$ cat config.mk
export PLATFORM = sky130hd
export DESIGN_NAME = fc_pps_counter
export DESIGN_NICKNAME = d
export VERILOG_FILES = /design/src/rtl/fc_pkg.sv /design/src/rtl/fc_sync_edge.sv /design/src/rtl/fc_event_counter.sv /design/src/rtl/fc_capture.sv /design/src/rtl/fc_pps_counter.sv
export SDC_FILE = /design/constraint.sdc
export NUM_CORES = 1
export LEC_CHECK = 0
export ABC_AREA = 1
export BUFFER_PORTS_ARGS = -buffer_cell sky130_fd_sc_hd__clkbuf_2
export CELL_PAD_IN_SITES_DETAIL_PLACEMENT = 0
export CELL_PAD_IN_SITES_GLOBAL_PLACEMENT = 2
export CORE_ASPECT_RATIO = 0.5
export CORE_MARGIN = 1
export CORE_UTILIZATION = 33
export CTS_BUF_LIST = sky130_fd_sc_hd__clkbuf_8
export DETAILED_ROUTE_END_ITERATION = 12
export PLACE_DENSITY_LB_ADDON = 0.1
export SETUP_SLACK_MARGIN = 0.2
export SYNTH_ARGS = -nofsm -noshare
export SYNTH_HDL_FRONTEND = slang
export SYNTH_SLANG_ARGS = --single-unit
export TNS_END_PERCENT = 20
$ cat constraint.sdc
create_clock -name clk -period 3 [get_ports clk]
set_input_delay 0.15 -clock clk [delete_from_list [all_inputs] [get_ports clk]]
set_output_delay 0.15 -clock clk [all_outputs]
set_load 0.01 [all_outputs]
$ cat src/rtl/fc_pkg.sv
package fc_pkg;
    // Handshake flags of the record register.
    typedef struct packed {
        logic valid;
        logic overrun;
    } fc_flags_t;
endpackage

$ cat src/rtl/fc_sync_edge.sv
module fc_sync_edge #(
    parameter int FILT_LEN = 4
) (
    input  logic clk,
    input  logic rst,
    input  logic din,
    output logic rise
);
    localparam int RUN_W = (FILT_LEN > 1) ? $clog2(FILT_LEN) : 1;
    localparam logic [RUN_W-1:0] RUN_LAST = RUN_W'(FILT_LEN - 1);

    typedef struct packed {
        logic             s1;
        logic             s2;
        logic             lvl;
        logic [RUN_W-1:0] run;
    } sync_st_t;

    sync_st_t st_q, st_d;

    always_comb begin
        st_d    = st_q;
        st_d.s1 = din;
        st_d.s2 = st_q.s1;
        if (st_q.s2 == st_q.lvl) begin
            st_d.run = '0;
        end else if (st_q.run == RUN_LAST) begin
            st_d.lvl = st_q.s2;
            st_d.run = '0;
        end else begin
            st_d.run = st_q.run + 1'b1;
        end
    end

    always_ff @(posedge clk) begin
        if (rst) st_q <= '0;
        else     st_q <= st_d;
    end

    assign rise = st_d.lvl & ~st_q.lvl;

    // an accepted level always equals the synchronised sample it was taken from
    p_accept_from_sample_r7: assert property (@(posedge clk) disable iff (rst)
        (st_q.lvl != $past(st_q.lvl)) |-> ($past(st_q.s2) == st_q.lvl));

    generate
        if (FILT_LEN >= 2) begin : g_filt_chk
            // a level is never accepted from a single sample
            p_filter_two_r7: assert property (@(posedge clk) disable iff (rst)
                (st_q.lvl != $past(st_q.lvl)) |-> ($past(st_q.s2, 2) == st_q.lvl));
        end
    endgenerate
endmodule

$ cat src/rtl/fc_event_counter.sv
module fc_event_counter #(
    parameter int LO_W  = 16,
    parameter int HI_W  = 16,
    parameter int OVF_W = 16
) (
    input  logic                 clk,
    input  logic                 rst,
    input  logic                 inc,
    output logic [LO_W+HI_W-1:0] cnt_next,
    output logic [OVF_W-1:0]     wraps_next
);
    localparam int CNT_W = LO_W + HI_W;

    typedef struct packed {
        logic [HI_W-1:0]  hi;
        logic [LO_W-1:0]  lo;
        logic [OVF_W-1:0] wr;
    } cnt_st_t;

    cnt_st_t st_q, st_d;
    logic    lo_carry;
    logic    full_wrap;

    always_comb begin
        lo_carry  = inc & (&st_q.lo);
        full_wrap = lo_carry & (&st_q.hi);
        st_d      = st_q;
        st_d.lo   = st_q.lo + LO_W'(inc);
        st_d.hi   = st_q.hi + HI_W'(lo_carry);
        st_d.wr   = st_q.wr + OVF_W'(full_wrap);
    end

    always_ff @(posedge clk) begin
        if (rst) st_q <= '0;
        else     st_q <= st_d;
    end

    assign cnt_next   = {st_d.hi, st_d.lo};
    assign wraps_next = st_d.wr;

    logic [CNT_W-1:0] cnt_q;
    assign cnt_q = {st_q.hi, st_q.lo};

    // the combined count only ever steps by exactly one
    p_step_one_r3: assert property (@(posedge clk) disable iff (rst)
        (cnt_q != $past(cnt_q)) |-> (cnt_q == $past(cnt_q) + 1'b1));
    // the wrap count moves only when the combined count lands on zero
    p_wrap_at_zero_r4: assert property (@(posedge clk) disable iff (rst)
        (st_q.wr != $past(st_q.wr)) |-> (cnt_q == '0));
endmodule

$ cat src/rtl/fc_capture.sv
module fc_capture
    import fc_pkg::*;
#(
    parameter int SIG_W = 32,
    parameter int REF_W = 32,
    parameter int OVF_W = 16,
    parameter int SEQ_W = 32
) (
    input  logic             clk,
    input  logic             rst,
    input  logic             cap,
    input  logic [SIG_W-1:0] sig_cnt,
    input  logic [OVF_W-1:0] sig_wr,
    input  logic [REF_W-1:0] ref_cnt,
    input  logic [OVF_W-1:0] ref_wr,
    input  logic             ready,
    output logic             valid,
    output logic             overrun,
    output logic [SIG_W-1:0] sig_cnt_o,
    output logic [OVF_W-1:0] sig_wr_o,
    output logic [SEQ_W-1:0] sig_seq_o,
    output logic [REF_W-1:0] ref_cnt_o,
    output logic [OVF_W-1:0] ref_wr_o,
    output logic [SEQ_W-1:0] ref_seq_o
);
    typedef struct packed {
        fc_flags_t        fl;
        logic [SIG_W-1:0] sig_cnt;
        logic [OVF_W-1:0] sig_wr;
        logic [SEQ_W-1:0] sig_seq;
        logic [REF_W-1:0] ref_cnt;
        logic [OVF_W-1:0] ref_wr;
        logic [SEQ_W-1:0] ref_seq;
    } rec_st_t;

    rec_st_t st_q, st_d;

    always_comb begin
        st_d = st_q;
        if (cap) begin
            if (st_q.fl.valid && !ready) st_d.fl.overrun = 1'b1;
            st_d.fl.valid = 1'b1;
            st_d.sig_cnt  = sig_cnt;
            st_d.sig_wr   = sig_wr;
            st_d.sig_seq  = st_q.sig_seq + 1'b1;
            st_d.ref_cnt  = ref_cnt;
            st_d.ref_wr   = ref_wr;
            st_d.ref_seq  = st_q.ref_seq + 1'b1;
        end else if (st_q.fl.valid && ready) begin
            st_d.fl.valid = 1'b0;
        end
    end

    always_ff @(posedge clk) begin
        if (rst) st_q <= '0;
        else     st_q <= st_d;
    end

    assign valid     = st_q.fl.valid;
    assign overrun   = st_q.fl.overrun;
    assign sig_cnt_o = st_q.sig_cnt;
    assign sig_wr_o  = st_q.sig_wr;
    assign sig_seq_o = st_q.sig_seq;
    assign ref_cnt_o = st_q.ref_cnt;
    assign ref_wr_o  = st_q.ref_wr;
    assign ref_seq_o = st_q.ref_seq;

    // an untaken record stays put while no new capture arrives
    p_hold_record_r9: assert property (@(posedge clk) disable iff (rst)
        (valid && !ready && !cap) |=> (valid && $stable(sig_cnt_o) && $stable(ref_cnt_o)
                                       && $stable(sig_seq_o)));
    // overrun is sticky
    p_overrun_sticky_r10: assert property (@(posedge clk) disable iff (rst)
        overrun |=> overrun);
    // a replaced record raises overrun
    p_overrun_set_r10: assert property (@(posedge clk) disable iff (rst)
        (cap && valid && !ready) |=> overrun);
    // each capture advances both sequence numbers by one
    p_seq_step_r8: assert property (@(posedge clk) disable iff (rst)
        cap |=> ((sig_seq_o == $past(sig_seq_o) + 1'b1) && (ref_seq_o == $past(ref_seq_o) + 1'b1)));
endmodule

$ cat src/rtl/fc_pps_counter.sv
module fc_pps_counter #(
    parameter int LO_W     = 16,
    parameter int HI_W     = 16,
    parameter int REF_W    = 32,
    parameter int OVF_W    = 16,
    parameter int SEQ_W    = 32,
    parameter int FILT_LEN = 4
) (
    input  logic                 clk,
    input  logic                 rst,
    input  logic                 sig_in,
    input  logic                 pps_in,
    input  logic                 rec_ready,
    output logic                 rec_valid,
    output logic                 rec_overrun,
    output logic [LO_W+HI_W-1:0] rec_sig_count,
    output logic [OVF_W-1:0]     rec_sig_wraps,
    output logic [SEQ_W-1:0]     rec_sig_seq,
    output logic [REF_W-1:0]     rec_ref_count,
    output logic [OVF_W-1:0]     rec_ref_wraps,
    output logic [SEQ_W-1:0]     rec_ref_seq
);
    localparam int SIG_W    = LO_W + HI_W;
    localparam int REF_LO_W = REF_W / 2;
    localparam int REF_HI_W = REF_W - REF_LO_W;

    logic             sig_rise;
    logic             gate_rise;
    logic [SIG_W-1:0] sig_cnt_next;
    logic [OVF_W-1:0] sig_wr_next;
    logic [REF_W-1:0] ref_cnt_next;
    logic [OVF_W-1:0] ref_wr_next;

    fc_sync_edge #(.FILT_LEN(1)) u_sig_sync (
        .clk(clk), .rst(rst), .din(sig_in), .rise(sig_rise)
    );

    fc_sync_edge #(.FILT_LEN(FILT_LEN)) u_gate_sync (
        .clk(clk), .rst(rst), .din(pps_in), .rise(gate_rise)
    );

    fc_event_counter #(.LO_W(LO_W), .HI_W(HI_W), .OVF_W(OVF_W)) u_sig_cnt (
        .clk(clk), .rst(rst), .inc(sig_rise),
        .cnt_next(sig_cnt_next), .wraps_next(sig_wr_next)
    );

    fc_event_counter #(.LO_W(REF_LO_W), .HI_W(REF_HI_W), .OVF_W(OVF_W)) u_ref_cnt (
        .clk(clk), .rst(rst), .inc(1'b1),
        .cnt_next(ref_cnt_next), .wraps_next(ref_wr_next)
    );

    fc_capture #(.SIG_W(SIG_W), .REF_W(REF_W), .OVF_W(OVF_W), .SEQ_W(SEQ_W)) u_cap (
        .clk(clk), .rst(rst), .cap(gate_rise),
        .sig_cnt(sig_cnt_next), .sig_wr(sig_wr_next),
        .ref_cnt(ref_cnt_next), .ref_wr(ref_wr_next),
        .ready(rec_ready),
        .valid(rec_valid), .overrun(rec_overrun),
        .sig_cnt_o(rec_sig_count), .sig_wr_o(rec_sig_wraps), .sig_seq_o(rec_sig_seq),
        .ref_cnt_o(rec_ref_count), .ref_wr_o(rec_ref_wraps), .ref_seq_o(rec_ref_seq)
    );

    // a record is only ever produced by a rising gate, never on its own
    p_valid_needs_gate_r6: assert property (@(posedge clk) disable iff (rst)
        $rose(rec_valid) |-> $past(gate_rise));
    // a capture with no edge that cycle holds the count already reached
    p_capture_current_r11: assert property (@(posedge clk) disable iff (rst)
        (gate_rise && !sig_rise) |=> (rec_sig_count == $past(sig_cnt_next)));
endmodule

==> metrics.txt, run 1 <==
# TYPE chip_impl_metric gauge
chip_impl_info{name="run_status",value="finished, final reports clean"} 1
chip_impl_info{name="synth.top_cells.by_area",value="dfxtp_1 44%, nor2_1 12%, nand2_1 10%"} 1
chip_impl_metric{name="post-route-util",unit="%"} 41.0
chip_impl_metric{name="route.final.wire_length",unit="µm"} 32200
chip_impl_metric{name="first_pass_grt_wire_length",unit="µm"} 51600
chip_impl_metric{name="critical_path_required",unit="ns"} 3.47
chip_impl_metric{name="seq_area_frac_synth",unit="%"} 44.5
chip_impl_metric{name="post_dp_cell_area",unit="mm²"} 0.0133
chip_impl_metric{name="port_buffers",unit=""} 166
chip_impl_metric{name="synth_seq_cells",unit=""} 267
chip_impl_info{name="holdCritPathClass",value="input pin to flip-flop"} 1
chip_impl_metric{name="vias_in_the_first_global_route",unit=""} 10100
chip_impl_info{name="crit_slowest_cell",value="dfxtp_1"} 1
chip_impl_info{name="cpLargestDelayFamily",value="simple AND/OR/NAND/NOR gates"} 1
chip_impl_metric{name="cap_viol_max_count",unit=""} 0
chip_impl_metric{name="vdd.ir_drop.worst",unit="µV"} 284
chip_impl_metric{name="fp.dieArea",unit="mm²"} 0.0372
chip_impl_metric{name="synth_nets",unit=""} 1788
chip_impl_metric{name="skew",unit="ns"} 0.0170
chip_impl_metric{name="synth-edff-count",unit=""} 0
chip_impl_metric{name="h_tree_levels",unit=""} 2
chip_impl_metric{name="dr.first_iter.drc_count",unit=""} 514
chip_impl_metric{name="placementRows",unit=""} 48
chip_impl_metric{name="drt_first_pass_iters",unit=""} 4
chip_impl_metric{name="num_antenna_cells",unit=""} 0
chip_impl_metric{name="clock-sinks",unit=""} 267
chip_impl_metric{name="slew_violations",unit=""} 0
chip_impl_metric{name="critical_path_peak_fanout",unit=""} 5
chip_impl_metric{name="holdWs",unit="ns"} 0.190
chip_impl_metric{name="worstSkewPairLatency",unit="ns"} 0.57
chip_impl_metric{name="gr-usage-all-layers",unit="%"} 17.0
chip_impl_metric{name="global_route.overflow_total",unit=""} 0
chip_impl_info{name="dominantRegCellSynth",value="dfxtp_1"} 1
chip_impl_info{name="rsz0062_at_grt",value="true"} 1
chip_impl_metric{name="timing.final.crit_share",unit="%"} 84.9
chip_impl_metric{name="syn2layout_area_growth",unit="%"} 19.7
chip_impl_metric{name="syn_area",unit="mm²"} 0.0120
chip_impl_metric{name="floorplan.die.width",unit="µm"} 272
chip_impl_metric{name="clock.fmax",unit="GHz"} 0.393
chip_impl_metric{name="core_area",unit="mm²"} 0.0351
chip_impl_info{name="tritoncts",value="built"} 1
chip_impl_metric{name="cts_buffers",unit=""} 44
chip_impl_metric{name="report.final.hold_viol_count",unit=""} 0
chip_impl_metric{name="worst_slew_margin_rel",unit="%"} 39.6
chip_impl_info{name="final_common_cell",value="nor2_1"} 1
chip_impl_metric{name="power_leakage",unit="µW"} 0.00627
chip_impl_info{name="path_cells",value="nand2_1, nor2_1, nor3b_1, nand3_1, inv_1, ha_1, ha_1, inv_1, nor2_1, nand2_1, nor2_1, nand2_1, nand2_1, nand3_1, nand2_1, inv_1"} 1
chip_impl_metric{name="setup-tns-final",unit="ns"} 0
chip_impl_metric{name="drt-wirelength-per-cell",unit="µm"} 13.1
chip_impl_metric{name="final.min_clock_period",unit="ns"} 2.55
chip_impl_metric{name="hpwl",unit="µm"} 22400
chip_impl_metric{name="drtAntennaViolNets",unit=""} 0
chip_impl_metric{name="power.density",unit="mW/mm²"} 501
chip_impl_metric{name="synthesis.area_per_instance",unit="µm²"} 6.79
chip_impl_info{name="worstSetupPathType",value="flip-flop to flip-flop"} 1
chip_impl_metric{name="grt_antenna_before_repair",unit=""} 0
chip_impl_metric{name="worst-endpoint-arrival",unit="ns"} 3.02
chip_impl_metric{name="synthesis.instances",unit=""} 1769
chip_impl_metric{name="timing.critical_path.slowest_cell_delay",unit="ns"} 0.37
chip_impl_metric{name="asyncSetResetFlopFracSynth",unit="%"} 0
chip_impl_metric{name="worst_setup_hold_path_clk_slew",unit="ns"} 0.07
chip_impl_metric{name="post_cts.repair.setup_buffers",unit=""} 0
chip_impl_metric{name="via_density_per_instance",unit=""} 4.47
chip_impl_metric{name="clockBufferDepth",unit=""} 3
chip_impl_info{name="cts_root_buffer",value="clkbuf_8"} 1
chip_impl_metric{name="num_vias",unit=""} 10900
chip_impl_metric{name="max_slew.worst_pin.slew",unit="ns"} 0.905
chip_impl_metric{name="globalplace.congestion",unit=""} 0.816
chip_impl_metric{name="fraction_of_layout_instances_using_a_drive_strength_above_1",unit="%"} 13.5
chip_impl_metric{name="chipHeight",unit="µm"} 137
chip_impl_metric{name="start_util",unit="%"} 34.2
chip_impl_metric{name="finalInstanceArea",unit="mm²"} 0.0144
chip_impl_metric{name="synth.distinct_cells",unit=""} 33
chip_impl_metric{name="drt_drc_violations_left",unit=""} 0
chip_impl_info{name="setup.worst_path.start_class",value="flip-flop"} 1
chip_impl_metric{name="area_share_of_the_largest_cell_type_after_synthesis",unit="%"} 44.5
chip_impl_info{name="synth_largest_area_cell",value="dfxtp_1"} 1
chip_impl_metric{name="timing.final.setup_violations",unit=""} 0
chip_impl_metric{name="top_level_i_o_count",unit=""} 167
chip_impl_metric{name="design.final.nets",unit=""} 1959
chip_impl_metric{name="timing.critical_path.buf_inv",unit=""} 3
chip_impl_info{name="timing.critical_path.to_type",value="flip-flop"} 1
chip_impl_metric{name="grt_start_max_net_pins",unit=""} 181
chip_impl_info{name="leading_cell_types_in_the_layout_fill_and_taps_excluded",value="382 x nor2_1, 326 x nand2_1, 285 x inv_1"} 1
chip_impl_info{name="cp_common_cell",value="nand2_1"} 1
chip_impl_metric{name="yosys_warnings",unit=""} 0
per-layer routing:
layer | track usage, % | vias to the layer above | share of wire, %
met5 | 0 | - | 0
met1 | 23.2 | 4916 | 50
met2 | 27.1 | 135 | 44
met3 | 4.18 | 43 | 4.4
met4 | 3.81 | 0 | 1.4
li1 | - | 5851 | -
worst register-to-register path, delay by kind of cell (launching register included):
kind | cells | cell delay (ns)
fa+ha+maj | 2 | 0.33
buf+inv | 3 | 0.16
flops | 1 | 0.37
simple gates | 11 | 1.58
state kept, by name (all words and copies together), names as in the netlist, 32 cells and up:
name             cells
u_cap.ref_cnt_o     32
u_cap.ref_seq_o     32
u_cap.sig_cnt_o     32
u_cap.sig_seq_o     32
u_ref_cnt.cnt_q     32
u_sig_cnt.cnt_q     32
Yosys cell counts (10+ instances only):
cell type / instances
a21oi_1: 86
buf_2: 20
clkbuf_1: 24
dfxtp_1: 267
ha_1: 14
inv_1: 280
nand2_1: 326
nand3_1: 123
nand4_1: 38
nor2_1: 384
nor3_1: 24
o211ai_1: 10
o21ai_0: 75
xnor2_1: 10
xor2_1: 37
timing repair:
item	CTS	global route
hold buffers	3	0
setup endpoints to repair	0	21
gates resized for setup	0	8
endpoints found under the hold margin	4	0
stage by stage:
stage	instances	power, µW	setup WS [ns]
after floorplan	1769	3710	0.723
after global placement	2366	3740	0.341
after detailed placement	2366	3740	0.259
after CTS	2448	7360	0.241
after global routing	2448	7550	0.169
final	2448	7210	0.453
power breakdown:
group | total [µW] | internal [µW] | switching, µW
Sequential | 3560 | 3550 | 4.94
Clock | 3540 | 1990 | 1560
Combinational | 106 | 25.5 | 80.8
Total | 7210 | 5560 | 1640
area by class of cell:
| type | count | area, µm² |
|---|---|---|
| well taps | 475 | 594 |
| clock buffers | 61 | 840 |
| fillers | 3769 | 20700 |
| repair buffers | 178 | 985 |
| flip-flops and latches | 267 | 5350 |
| multi-input cells | 1168 | 5430 |
| inverters | 281 | 1050 |
| clock inverters | 18 | 141 |
kinds of logic after synthesis:
kind of cell               synth area share (%)
and+or+nand+nor                            31.9
adders and majority gates                  1.46
DFF                                        44.5
xor gates and xnor gates                   3.43
AOI/OAI and AO/OA                          8.02
other                                    0.0312
buffers and inverters                      10.7
path summary, 6_finish.rpt:
| check | startpoint | endpoint | slack [ns] | depth (start not counted) |
|---|---|---|---|---|
| setup reg to reg | u_sig_cnt.cnt_q[11] | u_cap.sig_cnt_o[30] | 0.45 | 16 |
| hold reg to reg | u_sig_sync.st_d[2] | u_sig_sync.st_q[2] | 0.40 | 2 |
| setup / recovery | u_sig_cnt.cnt_q[11] | u_cap.sig_cnt_o[30] | 0.45 | 16 |
| hold / removal | rst | u_ref_cnt.cnt_q[10] | 0.19 | 3 |
Note: power is estimated with default switching activity, not from simulation.
==> inputs of run 2 (changes only) <==
ABC_AREA = 0   (was 1)
CORE_UTILIZATION = 32   (was 33)
clock period = 2.3 ns   (was 3 ns; I/O delays follow)
==> run 2 against run 1 <==
  * The flow now finishes with violations (setup timing)
  * Sequential power increased by 30%
  * Sequential cell count unchanged
  * Cell area increased by 0.86%
  * Worst hold slack got worse by 0.058 ns
  * Power increased by 26%
  * First-iteration DRC count decreased by 40%
  * Wire length decreased by 12%
  * Sequential share of layout area decreased by 0.13 points
  * Clock power increased by 21%
  * Critical path depth decreased by 5
  * Count of clock-buffer cells in the layout decreased by 7
  * Cell count decreased by 22%
  * Largest power group unchanged
==> metrics.txt, run 2 <==
# TYPE chip_impl_metric gauge
chip_impl_info{name="run_status",value="finished, violations left"} 1
chip_impl_info{name="violations",value="setup timing"} 1
chip_impl_metric{name="vias_in_the_first_global_route",unit=""} 8812
chip_impl_metric{name="dp_cells",unit=""} 1820
chip_impl_metric{name="timing.final.crit_share",unit="%"} 110
chip_impl_metric{name="gr-usage-all-layers",unit="%"} 16.2
chip_impl_info{name="leading_cell_types_in_the_layout_fill_and_taps_excluded",value="249 x dfxtp_1, 196 x nor2_1, 165 x clkbuf_2"} 1
chip_impl_metric{name="drt_first_pass_iters",unit=""} 4
chip_impl_info{name="crit_slowest_cell",value="dfxtp_4"} 1
chip_impl_metric{name="critical_path_peak_fanout",unit=""} 4
chip_impl_metric{name="placementRows",unit=""} 46
chip_impl_metric{name="design.final.nets",unit=""} 1464
chip_impl_metric{name="slew_violations",unit=""} 0
chip_impl_metric{name="hpwl",unit="µm"} 19300
chip_impl_info{name="final_common_cell",value="dfxtp_1"} 1
chip_impl_metric{name="via_density_per_instance",unit=""} 4.90
chip_impl_metric{name="power.density",unit="mW/mm²"} 626
chip_impl_info{name="topRoutingLayerUsed",value="met4"} 1
chip_impl_metric{name="final_critical_path_setup_slack",unit="ns"} -0.239
chip_impl_metric{name="final.min_clock_period",unit="ns"} 2.54
chip_impl_metric{name="fillers",unit=""} 3189
chip_impl_metric{name="reg2reg_setup_slack",unit="ns"} -0.24
chip_impl_metric{name="report.final.hold_viol_count",unit=""} 0
chip_impl_info{name="synth.top_cells.by_area",value="dfxtp_1 50%, nor2_1 7.0%, a211oi_1 5.5%"} 1
chip_impl_metric{name="met3WireLength",unit="µm"} 1090
chip_impl_metric{name="max_slew.worst_pin.slew",unit="ns"} 0.807
chip_impl_metric{name="clock.fmax",unit="GHz"} 0.394
chip_impl_metric{name="drt-wirelength-per-cell",unit="µm"} 14.9
chip_impl_metric{name="globalplace.congestion",unit=""} 0.787
chip_impl_metric{name="worstSkewPairLatency",unit="ns"} 0.57
chip_impl_metric{name="start_util",unit="%"} 33.1
chip_impl_metric{name="top_level_i_o_count",unit=""} 167
chip_impl_info{name="synthTopCellsByCount",value="267 x dfxtp_1, 200 x nor2_1, 78 x a211oi_1, 70 x nand2_1, 62 x a21oi_1"} 1
chip_impl_metric{name="num_antenna_cells",unit=""} 0
chip_impl_metric{name="num_vias",unit=""} 9350
chip_impl_metric{name="floorplan.die.width",unit="µm"} 260
chip_impl_metric{name="global_route.overflow_total",unit=""} 0
chip_impl_metric{name="drtAntennaViolNets",unit=""} 0
chip_impl_metric{name="finalInstanceArea",unit="mm²"} 0.0145
chip_impl_metric{name="fp.dieArea",unit="mm²"} 0.0341
chip_impl_metric{name="clockBufferDepth",unit=""} 3
chip_impl_metric{name="core_area",unit="mm²"} 0.0322
chip_impl_info{name="tritoncts",value="built"} 1
chip_impl_metric{name="multi_input_area",unit="mm²"} 0.00585
chip_impl_metric{name="syn_area",unit="mm²"} 0.0107
chip_impl_metric{name="synth_seq_cells",unit=""} 267
chip_impl_metric{name="critical_path_required",unit="ns"} 2.70
chip_impl_metric{name="route.final.wire_length",unit="µm"} 28400
chip_impl_metric{name="first_pass_grt_wire_length",unit="µm"} 45700
chip_impl_info{name="dominantRegCellSynth",value="dfxtp_1"} 1
chip_impl_metric{name="grt_start_max_net_pins",unit=""} 114
chip_impl_metric{name="timing.final.setup_violations",unit=""} 52
chip_impl_metric{name="synth-edff-count",unit=""} 0
chip_impl_metric{name="timing.critical_path.buf_inv",unit=""} 0
chip_impl_metric{name="cap_viol_max_count",unit=""} 0
chip_impl_metric{name="skew",unit="ns"} 0.0289
chip_impl_metric{name="synthesis.area_per_instance",unit="µm²"} 8.96
chip_impl_metric{name="area_share_of_the_largest_cell_type_after_synthesis",unit="%"} 50.1
chip_impl_metric{name="syn2layout_area_growth",unit="%"} 36.0
chip_impl_metric{name="synth_nets",unit=""} 1210
chip_impl_metric{name="port_buffers",unit=""} 166
chip_impl_info{name="holdCritPathClass",value="input pin to flip-flop"} 1
chip_impl_metric{name="chipHeight",unit="µm"} 131
chip_impl_info{name="setup.worst_path.start_class",value="flip-flop"} 1
chip_impl_info{name="cts_root_buffer",value="clkbuf_8"} 1
chip_impl_info{name="timing.critical_path.to_type",value="flip-flop"} 1
chip_impl_info{name="synth_largest_area_cell",value="dfxtp_1"} 1
chip_impl_metric{name="worst_slew_margin_rel",unit="%"} 46.2
chip_impl_info{name="worstSetupPathType",value="flip-flop to flip-flop"} 1
chip_impl_metric{name="post_dp_cell_area",unit="mm²"} 0.0127
chip_impl_metric{name="synthesis.instances",unit=""} 1191
chip_impl_metric{name="grt_antenna_before_repair",unit=""} 0
chip_impl_info{name="path_cells",value="ha_4, and4_4, and3_4, nand4_1, nor4_2, ha_2, ha_4, nand2_4, nor4_4, xnor2_1, a211oi_1"} 1
chip_impl_metric{name="seq_area_frac_synth",unit="%"} 50.1
chip_impl_metric{name="dr.first_iter.drc_count",unit=""} 308
chip_impl_info{name="rsz0062_at_grt",value="true"} 1
chip_impl_info{name="cp_common_cell",value="ha_4"} 1
chip_impl_metric{name="fraction_of_layout_instances_using_a_drive_strength_above_1",unit="%"} 32.2
chip_impl_metric{name="total_power",unit="µW"} 9090
chip_impl_metric{name="h_tree_levels",unit=""} 2
chip_impl_metric{name="yosys_warnings",unit=""} 0
chip_impl_metric{name="worst_setup_hold_path_clk_slew",unit="ns"} 0.07
chip_impl_metric{name="worst-endpoint-arrival",unit="ns"} 2.94
chip_impl_metric{name="area.sequential",unit="mm²"} 0.00537
chip_impl_metric{name="clock-sinks",unit=""} 267
chip_impl_metric{name="timing.critical_path.slowest_cell_delay",unit="ns"} 0.36
chip_impl_info{name="cpLargestDelayFamily",value="simple AND/OR/NAND/NOR gates"} 1
chip_impl_metric{name="vdd.ir_drop.worst",unit="µV"} 337
chip_impl_metric{name="drt_drc_violations_left",unit=""} 0
chip_impl_metric{name="wl_met1",unit="µm"} 14000
chip_impl_metric{name="stdcell_count",unit=""} 1908
chip_impl_metric{name="synth.distinct_cells",unit=""} 40
chip_impl_metric{name="cts_buffers",unit=""} 43
chip_impl_info{name="yosysMostFrequentCell",value="dfxtp_1"} 1
chip_impl_metric{name="asyncSetResetFlopFracSynth",unit="%"} 0
chip_impl_metric{name="power_leakage",unit="µW"} 0.00544
chip_impl_metric{name="met2RoutedLength",unit="µm"} 12800
run 2: changes by cell type after synthesis, sizes merged, moves of 24 or more:
cell    delta
o31ai     +29
nand3     -73
nor2     -191
or4       +30
o21ai     -58
xnor2     +49
clkbuf    +36
a211oi    +77
nand2    -256
inv      -263
a21oi     -24
run 2: stage by stage:
step                setup TNS [ns]  hold WS [ns]  setup slack (ns)  util (%)
finish                       -4.61         0.133            -0.239      45.0
floorplan                   -0.677         0.243            -0.265         -
CTS                          -4.49         0.167            -0.257      43.2
global route                -13.44         0.188            -0.345      45.0
global placement             -2.73         0.354            -0.254      39.5
detailed placement           -6.72         0.349            -0.379      39.5
run 2: area by class of cell:
| class | count | share of cell area, % |
|---|---|---|
| Inverter | 18 | 0.466 |
| Tap cell | 432 | 3.72 |
| Sequential cell | 267 | 37.0 |
| Timing Repair Buffer | 280 | 12.3 |
| Multi-Input combinational cell | 835 | 40.3 |
| Clock inverter | 22 | 1.05 |
| Clock buffer | 54 | 5.12 |
run 2: final timing paths:
kind	startpoint	to	depth (start not counted)
worst max-delay path	u_ref_cnt.cnt_q[0]	u_cap.ref_wr_o[12]	11
worst min-delay path	rst	u_cap.overrun	2
worst max register to register	u_ref_cnt.cnt_q[0]	u_cap.ref_wr_o[12]	11
worst min register to register	u_gate_sync.st_q[0]	u_gate_sync.st_q[0]	1
run 2: what timing repair did:
action                                  in CTS  in global routing
endpoints found under the setup margin     107                157
hold buffers                                 3                  0
buffers inserted                             5                  4
gates resized for setup                     38                109
pin swaps                                   24                 53
hold endpoints to repair                     4                  0
run 2: power by group:
| group | switching (µW) | leakage (µW) | internal, µW |
|---|---|---|---|
| Combinational | 97.3 | 0.00278 | 43.4 |
| Clock | 1960 | 0.000500 | 2340 |
| Sequential | 8.06 | 0.00216 | 4630 |
| Total | 2070 | 0.00544 | 7020 |
run 2: cells by family (layout without fill, tap and decap cells):
logic type | Yosys count | after routing | synth area share [%]
other | 1 | 1 | 0.0352
and+or+nand+nor | 524 | 524 | 24.7
muxes | 4 | 4 | 0.399
adders and majority gates | 14 | 14 | 1.64
DFF | 267 | 267 | 50.1
AOI/OAI and AO/OA | 195 | 195 | 11.9
xor gates and xnor gates | 97 | 97 | 7.96
buffers and inverters | 89 | 374 | 3.21
run 2: per-layer routing:
| layer | global-route usage (%) | vias up |
|---|---|---|
| met5 | 0 | - |
| met4 | 4.22 | 0 |
| met3 | 3.86 | 41 |
| met2 | 25.1 | 124 |
| met1 | 22.4 | 4406 |
| li1 | - | 4779 |
run 2: worst reg2reg max path, delay by kind of cell (launching register included):
family / cells / cell delay [ns]
and+or+nand+nor: 6 / 1.12
adders and majority gates: 3 / 0.64
DFF: 1 / 0.36
xor gates and xnor gates: 1 / 0.18
AOI/OAI and AO/OA: 1 / 0.09
